### src/rtl/fifo_pkg.sv
package fifo_pkg;

    localparam int WORD_W    = 4;
    localparam int DEPTH_DEF = 16;

    typedef logic [WORD_W-1:0] word_t;

    typedef struct packed {
        logic  mark;
        word_t data;
    } stage_t;

    typedef enum logic {
        EDGE_RISE = 1'b0,
        EDGE_FALL = 1'b1
    } edge_kind_e;

    function automatic logic edge_hit(edge_kind_e kind, logic now_v, logic prev_v);
        return (kind == EDGE_RISE) ? (now_v & ~prev_v) : (~now_v & prev_v);
    endfunction

endpackage

### src/rtl/strobe_edge.sv
module strobe_edge
    import fifo_pkg::*;
#(
    parameter edge_kind_e KIND = EDGE_RISE
) (
    input  logic clk,
    input  logic clr,
    input  logic strobe,
    output logic hit
);

    logic prev_q;

    // Cleared under master clear so a strobe held high across clear reads as fresh
    always_ff @(posedge clk) begin
        if (clr) prev_q <= 1'b0;
        else     prev_q <= strobe;
    end

    assign hit = ~clr & edge_hit(KIND, strobe, prev_q);

endmodule

### src/rtl/fifo_cell.sv
module fifo_cell
    import fifo_pkg::*;
(
    input  logic   clk,
    input  logic   clr,
    input  logic   up_mark,
    input  word_t  up_word,
    input  logic   down_busy,
    input  logic   drop,
    output stage_t st
);

    logic  mark_q;
    word_t data_q;
    logic  accept;
    logic  leave;

    assign accept = up_mark & ~mark_q;
    assign leave  = mark_q & ~down_busy;

    always_ff @(posedge clk) begin
        if (clr) mark_q <= 1'b0;
        else     mark_q <= (mark_q & ~leave & ~drop) | accept;
    end

    // Word bits carry no reset: a clear only invalidates them
    always_ff @(posedge clk) begin
        if (!clr && accept) data_q <= up_word;
    end

    assign st = '{mark: mark_q, data: data_q};

endmodule

### src/rtl/out_port.sv
module out_port
    import fifo_pkg::*;
(
    input  logic  float_out,
    input  word_t word,
    output logic  drive,
    output word_t q
);

    assign drive = ~float_out;
    assign q     = float_out ? '0 : word;

endmodule

### src/rtl/ripple_fifo.sv
module ripple_fifo
    import fifo_pkg::*;
#(
    parameter int DEPTH = DEPTH_DEF
) (
    input  logic              clk,
    input  logic              mclr,
    input  logic              shift_in,
    input  logic [WORD_W-1:0] din,
    output logic              in_ready,
    input  logic              shift_out,
    output logic              out_ready,
    input  logic              float_out,
    output logic              q_drive,
    output logic [WORD_W-1:0] q_data
);

    localparam int W    = WORD_W;
    localparam int LAST = DEPTH - 1;

    stage_t           cells [DEPTH];
    logic [DEPTH-1:0] marks;
    logic             si_rise;
    logic             so_fall;
    logic             push;
    logic             pop;
    word_t            out_word;

    strobe_edge #(.KIND(EDGE_RISE)) u_si_edge (
        .clk(clk), .clr(mclr), .strobe(shift_in), .hit(si_rise)
    );

    strobe_edge #(.KIND(EDGE_FALL)) u_so_edge (
        .clk(clk), .clr(mclr), .strobe(shift_out), .hit(so_fall)
    );

    assign in_ready  = ~marks[0];
    assign out_ready = marks[LAST];
    assign push      = si_rise & in_ready;
    assign pop       = so_fall & out_ready;

    for (genvar i = 0; i < DEPTH; i++) begin : g_stage
        logic  up_m;
        word_t up_w;
        logic  busy;
        logic  drp;

        if (i == 0) begin : g_head
            assign up_m = push;
            assign up_w = din;
        end else begin : g_body
            assign up_m = cells[i-1].mark;
            assign up_w = cells[i-1].data;
        end

        if (i == LAST) begin : g_tail
            assign busy = 1'b1;
            assign drp  = pop;
        end else begin : g_mid
            assign busy = cells[i+1].mark;
            assign drp  = 1'b0;
        end

        fifo_cell u_cell (
            .clk       (clk),
            .clr       (mclr),
            .up_mark   (up_m),
            .up_word   (up_w),
            .down_busy (busy),
            .drop      (drp),
            .st        (cells[i])
        );

        assign marks[i] = cells[i].mark;
    end

    assign out_word = cells[LAST].data;

    out_port u_out (
        .float_out (float_out),
        .word      (out_word),
        .drive     (q_drive),
        .q         (q_data)
    );

endmodule

### config.mk
export PLATFORM = sky130hd
export DESIGN_NAME = ripple_fifo
export DESIGN_NICKNAME = d
export VERILOG_FILES = /design/src/rtl/fifo_pkg.sv /design/src/rtl/strobe_edge.sv /design/src/rtl/fifo_cell.sv /design/src/rtl/out_port.sv /design/src/rtl/ripple_fifo.sv
export SDC_FILE = /design/constraint.sdc
export NUM_CORES = 1
export LEC_CHECK = 0
export ABC_CLOCK_PERIOD_IN_PS = 3900
export BUFFER_PORTS_ARGS = -buffer_cell sky130_fd_sc_hd__buf_4
export CORE_ASPECT_RATIO = 1.1
export CORE_MARGIN = 2
export CORE_UTILIZATION = 50
export CTS_CLUSTER_DIAMETER = 200
export CTS_CLUSTER_SIZE = 30
export DETAILED_ROUTE_END_ITERATION = 10
export GPL_ROUTABILITY_DRIVEN = 1
export MAX_ROUTING_LAYER = met4
export PLACE_DENSITY_LB_ADDON = 0.3
export SETUP_SLACK_MARGIN = 0.4
export SLEW_MARGIN = 20
export SYNTH_ARGS = -nofsm -noshare
export SYNTH_HDL_FRONTEND = slang
export SYNTH_SLANG_ARGS = --single-unit
### constraint.sdc
create_clock -name clk -period 3.9 [get_ports clk]
set_input_delay 0.78 -clock clk [delete_from_list [all_inputs] [get_ports clk]]
set_output_delay 0.78 -clock clk [all_outputs]
set_load 0.05 [all_outputs]
==> results_dict.tcl, run 1 <==
set metrics [dict create \
    dieHeight_um 80.7 \
    worstMarginPinSlew_ps 637 \
    yosys-top-cells-area "edfxtp_1 72%, dfxtp_1 13%, nand2b_1 3.0%" \
    critical-path-top-delay-family "buffers and inverters" \
    period_share_pct 51.3 \
    p_comb_share_pct 2.0 \
    yosysSeqAreaShare_pct 85.3 \
    clockBufferDepth 2 \
    yosys-top-cells-count "64 x edfxtp_1, 18 x dfxtp_1, 16 x nor2_1" \
    internal_power_mw 1.31 \
    cts_sinks 82 \
    drive_gt1_share_pct 16.9 \
    nets 187 \
    slew_headroom_pct 57.4 \
    synth_top_area_share_pct 71.8 \
    worstPathCellList "buf_4 -> nor2b_1 -> buf_4" \
    grtUsageTotal_pct 14.6 \
    placed_cells 225 \
    slowest_stage "buf_4" \
    grt_pass1_vias 1192 \
    whs_ps 423 \
    syn_area_um2 2680 \
    hpwl_mm 2.25 \
    die_x_um 73.8 \
    hp-start "g_stage[4].u_cell.data_q[3]" \
    dr_total_vias 1182 \
    io_buffers 15 \
    cp.arrival_ps 1220 \
    std_cell_rows 27 \
    synth-edff-count 64 \
    rsz0062_at_grt "no" \
    period_minus_slack_ps 2000 \
    antenna_found_initial 0 \
    skew_ps 5.75 \
    drtIter0Drc 77 \
    die_area_um2 5950 \
    cap_viol_max_count 0 \
    ant_nets 0 \
    leakage_nw 1.01 \
    cts_tree "yes" \
    ctsHoldBuffers 0 \
    max_stage_delay_ps 200 \
    cts_max_level 3 \
    hold_path.class "reg2reg" \
    overflow 0 \
    switching_share_pct 19.2 \
    hold-path-endpoint "g_stage[5].u_cell.data_q[3]" \
    wirelength_mm 3.47 \
    synth_area_leader_cell "edfxtp_1" \
    total_power_mw 1.62 \
    syn_inst 156 \
    postCtsSetupBuffers 0 \
    diodes 0 \
    clk_latency_ps 350 \
    path_clk_slew_ps 70 \
    grt_max_degree 35 \
    power.switching_mw 0.311 \
    rr_worst_depth 1 \
    p_clk_share_pct 40.0 \
    setup_violations 0 \
    first_pass_iters 4 \
    crit_buf_inv 2 \
    ys_ff_latch 82 \
    drc_errors 0 \
    synth.net_count 165 \
    cts-root-buf "clkbuf_8" \
    postSynthAreaPerCell_um2 17.2 \
    critPathMaxFanout 5 \
    gp_congestion 0.705 \
    regToRegStartpoint "g_stage[14].u_cell.mark_q" \
    pin_count 16 \
    post_cts_resized 0 \
    synth.most_common_cell "edfxtp_1" \
    irDropWorstVdd_uv 347 \
    cpMostUsedCell "buf_4" \
    crit_type "in2out" \
    area_growth_pct 14.1 \
    worstPathRequired_ps 3120 \
    hold-path-cell-count 0 \
    fin_setup_tns_ps 0 \
    layout.cells.non_filler 241 \
    cp-end-kind "primary output" \
    numCtsBuffers 9 \
    status "complete, no violations" \
    async_flop_share_pct 0 \
    vias_per_cell 4.90 \
    fillerInstances 394 \
    ys.flop_type "edfxtp_1" \
    drv_slew 0 \
    seqPwrFrac_pct 58.0 \
    r2r_setup_slack_ps 2590 \
    synth_warnings 0 \
    fmax_mhz 500 \
    finalHoldViolCount 0 \
    grt_pass1_wl_mm 5.62 \
    rr_endpoint "g_stage[15].u_cell.data_q[2]" \
    routedWlPerCell_um 14.4 \
    power_density_nw_per_um2 531 \
    ys_types 15 \
    cp-start-kind "input pin" \
    core-area_um2 5070 \
    start_util_pct 52.8 \
]
-- final cells by class --
type | count | area [um^2] | area share, %
repair buffers | 15 | 113 | 3.69
clock inverters | 6 | 91.3 | 2.99
inverters | 4 | 15.0 | 0.492
flip-flops and latches | 82 | 2280 | 74.7
well taps | 58 | 72.6 | 2.38
multi-input cells | 66 | 353 | 11.6
clock buffers | 10 | 128 | 4.18
-- cells by family after synthesis --
family                 Yosys count  synth area share (%)
muxes                            1                 0.374
DFF                             82                  85.3
AOI/OAI and AO/OA               15                  3.09
and+or+nand+nor                 50                  9.72
buffers and inverters            8                  1.54
-- through the flow --
stage          utilization (%)  worst slack (ps)  instance area [um^2]
6_report                  60.3              1900                  3050
3_5_place_dp              56.0              1900                  2840
3_3_place_gp              56.0              1910                  2840
2_1_floorplan                -              1650                  2680
4_1_cts                   60.3              1900                  3050
5_1_grt                   60.3              1870                  3050
-- worst max path at each step --
| stage | from | end | slack (ps) | depth (start not counted) |
|---|---|---|---|---|
| after global placement | float_out | q_data[2] | 1910 | 3 |
| after global routing | float_out | q_data[1] | 1870 | 3 |
| after detailed placement | float_out | q_data[2] | 1900 | 3 |
| after CTS | float_out | q_data[2] | 1900 | 3 |
| final | float_out | q_data[2] | 1900 | 3 |
| after floorplan | float_out | q_data[0] | 1650 | 1 |
-- cell usage in the layout, fill, tap and decap left out, drive strengths merged, types with 4 or more instances in the layout --
cell type	Yosys	final
a21oi	13	13
buf	4	15
clkbuf	0	10
clkinv	0	4
dfxtp	18	18
edfxtp	64	64
inv	4	4
nand2	13	13
nand2b	13	13
nor2	16	16
nor2b	5	5
-- power by group through the flow --
stage / registers (mW) / logic, mW / clock network, mW
floorplan: 0.960 / 0.0218 / 0
global placement: 0.961 / 0.0313 / 0
detailed placement: 0.961 / 0.0323 / 0
CTS: 0.941 / 0.0324 / 0.670
global route: 0.942 / 0.0349 / 0.703
finish: 0.941 / 0.0320 / 0.650
-- sequential cells by signal (all words and copies together), names as in the netlist --
register,flops
g_stage.u_cell.data_q,64
g_stage.u_cell.mark_q,16
u_si_edge.prev_q,1
u_so_edge.prev_q,1
-- routing by layer --
metal,track usage [%],wire [um],up-vias
met5,-,0,-
met4,6.55,80,0
met3,9.68,195,8
met2,22.3,1740,21
met1,14.5,1450,557
li1,-,-,596
Note: power is estimated with default switching activity, not from simulation.
==> inputs of run 2 (changes only) <==
ABC_CLOCK_PERIOD_IN_PS = 1940   (was 3900)
clock period = 1.94 ns   (was 3.9 ns; I/O delays follow)
==> run 2 against run 1 <==
Net effect:
- clock-buffer cell count grew 2
- flip-flop and latch count unchanged
- register-to-register slack got worse by 2000 ps
- total power increased by 93%
- final cell count unchanged
- highest routed layer unchanged
- largest cell class unchanged
- clock power increased by 82%
- critical path type is now reg2out
==> results_dict.tcl, run 2 (synthesis gave the netlist of run 1 again) <==
set metrics [dict create \
    regMostFlops "g_stage.u_cell.data_q" \
    power_density_nw_per_um2 1040 \
    io_buffers 15 \
    start_util_pct 52.8 \
    reg_top3 "g_stage.u_cell.data_q x64, g_stage.u_cell.mark_q x16" \
    antenna_found_initial 0 \
    cts_tree "yes" \
    drc_errors 0 \
    max_stage_delay_ps 380 \
    worstMarginPinSlew_ps 637 \
    ant_nets 0 \
    grt_util_met2_pct 22.9 \
    worstPathCellList "nor2b_1 -> buf_4" \
    clockBufferDepth 2 \
    layout_commonest_cell "edfxtp_1" \
    wirelength_mm 3.48 \
    mostFrequentLayoutCells "64 x edfxtp_1, 18 x dfxtp_1, 16 x nor2_1" \
    postCtsSetupBuffers 0 \
    grt_util_met3_pct 7.44 \
    fillerInstances 375 \
    core-area_um2 5070 \
    grtUsageTotal_pct 14.6 \
    overflow 0 \
    cp-start-kind "flip-flop" \
    top_usage_layer "met2" \
    period_share_pct 73.5 \
    critPathMaxFanout 1 \
    cp-end-kind "primary output" \
    clk_latency_ps 350 \
    use_met1_pct 15.1 \
    drv_slew 0 \
    rsz0062_at_grt "no" \
    fmax_mhz 702 \
    pin_count 16 \
    crit_type "reg2out" \
    diodes 0 \
    leakage_nw 1.00 \
    period_minus_slack_ps 1420 \
    gp_congestion 0.668 \
    setup_violations 0 \
    grt_max_degree 35 \
    routedWlPerCell_um 14.4 \
    finalHoldViolCount 0 \
    fin_setup_tns_ps 0 \
    die_x_um 73.8 \
    grt_pass1_vias 1193 \
    numCtsBuffers 9 \
    path_clk_slew_ps 70 \
    largest_reg_flops 64 \
    area_growth_pct 13.3 \
    cts_sinks 82 \
    whs_ps 216 \
    cap_viol_max_count 0 \
    cts-root-buf "clkbuf_8" \
    worstPathRequired_ps 1550 \
    hpwl_mm 2.41 \
    crit_buf_inv 1 \
    slowest_stage "edfxtp_1" \
    nets 187 \
    grt_pass1_wl_mm 5.70 \
    cts_max_level 3 \
    post_cts_resized 0 \
    hold_path.class "in2reg" \
    slew_headroom_pct 57.5 \
    dieHeight_um 80.7 \
    drive_gt1_share_pct 16.4 \
    cp.arrival_ps 1040 \
    vias_per_cell 5.02 \
    irDropWorstVdd_uv 707 \
    critical-path-top-delay-family "flip-flops" \
    die_area_um2 5950 \
    status "complete, no violations" \
    drtIter0Drc 66 \
    first_pass_iters 4 \
    dr_total_vias 1210 \
    skew_ps 8.00 \
    ctsHoldBuffers 0 \
    std_cell_rows 27 \
]
run 2: worst paths after layout:
| check | start | end | slack, ps | cells past startpoint |
|---|---|---|---|---|
| worst max-delay path | g_stage[15].u_cell.data_q[0] | q_data[0] | 520 | 2 |
| worst min-delay path | din[1] | g_stage[0].u_cell.data_q[1] | 220 | 1 |
| worst max register to register | g_stage[14].u_cell.mark_q | g_stage[15].u_cell.data_q[0] | 630 | 1 |
| worst min register to register | g_stage[5].u_cell.data_q[3] | g_stage[6].u_cell.data_q[3] | 420 | 0 |
run 2: metal layers:
layer  routed length (um)  vias up
li1                     -      597
met1                 1390      575
met2                 1840       28
met3                  174       10
met4                   74        0
met5                    0        -
run 2: power breakdown:
part           leakage [nW]  internal (mW)  switching, mW
Combinational         0.182         0.0237         0.0405
Clock                0.0966          0.630          0.551
Sequential            0.723           1.89        0.00733
Total                  1.00           2.54          0.599
run 2: cell type report:
type	count	area, um^2	share of cell area, %
sequential	82	2280	75.3
multi-input combinational	66	353	11.6
clock buffer	12	145	4.79
timing repair buffer	15	113	3.71
tap	58	72.6	2.39
clock inverter	4	51.3	1.69
inverter	4	15.0	0.495
run 2: per-stage QoR:
step	setup slack [ps]	utilization, %	cell area [um^2]	total power, mW	instances
finish	515	59.8	3030	3.14	241
global route	474	59.8	3030	3.25	241
CTS	479	59.8	3030	3.18	241
detailed placement	382	56.0	2840	2.00	225
global placement	500	56.0	2840	2.00	225
floorplan	475	-	2680	1.97	156
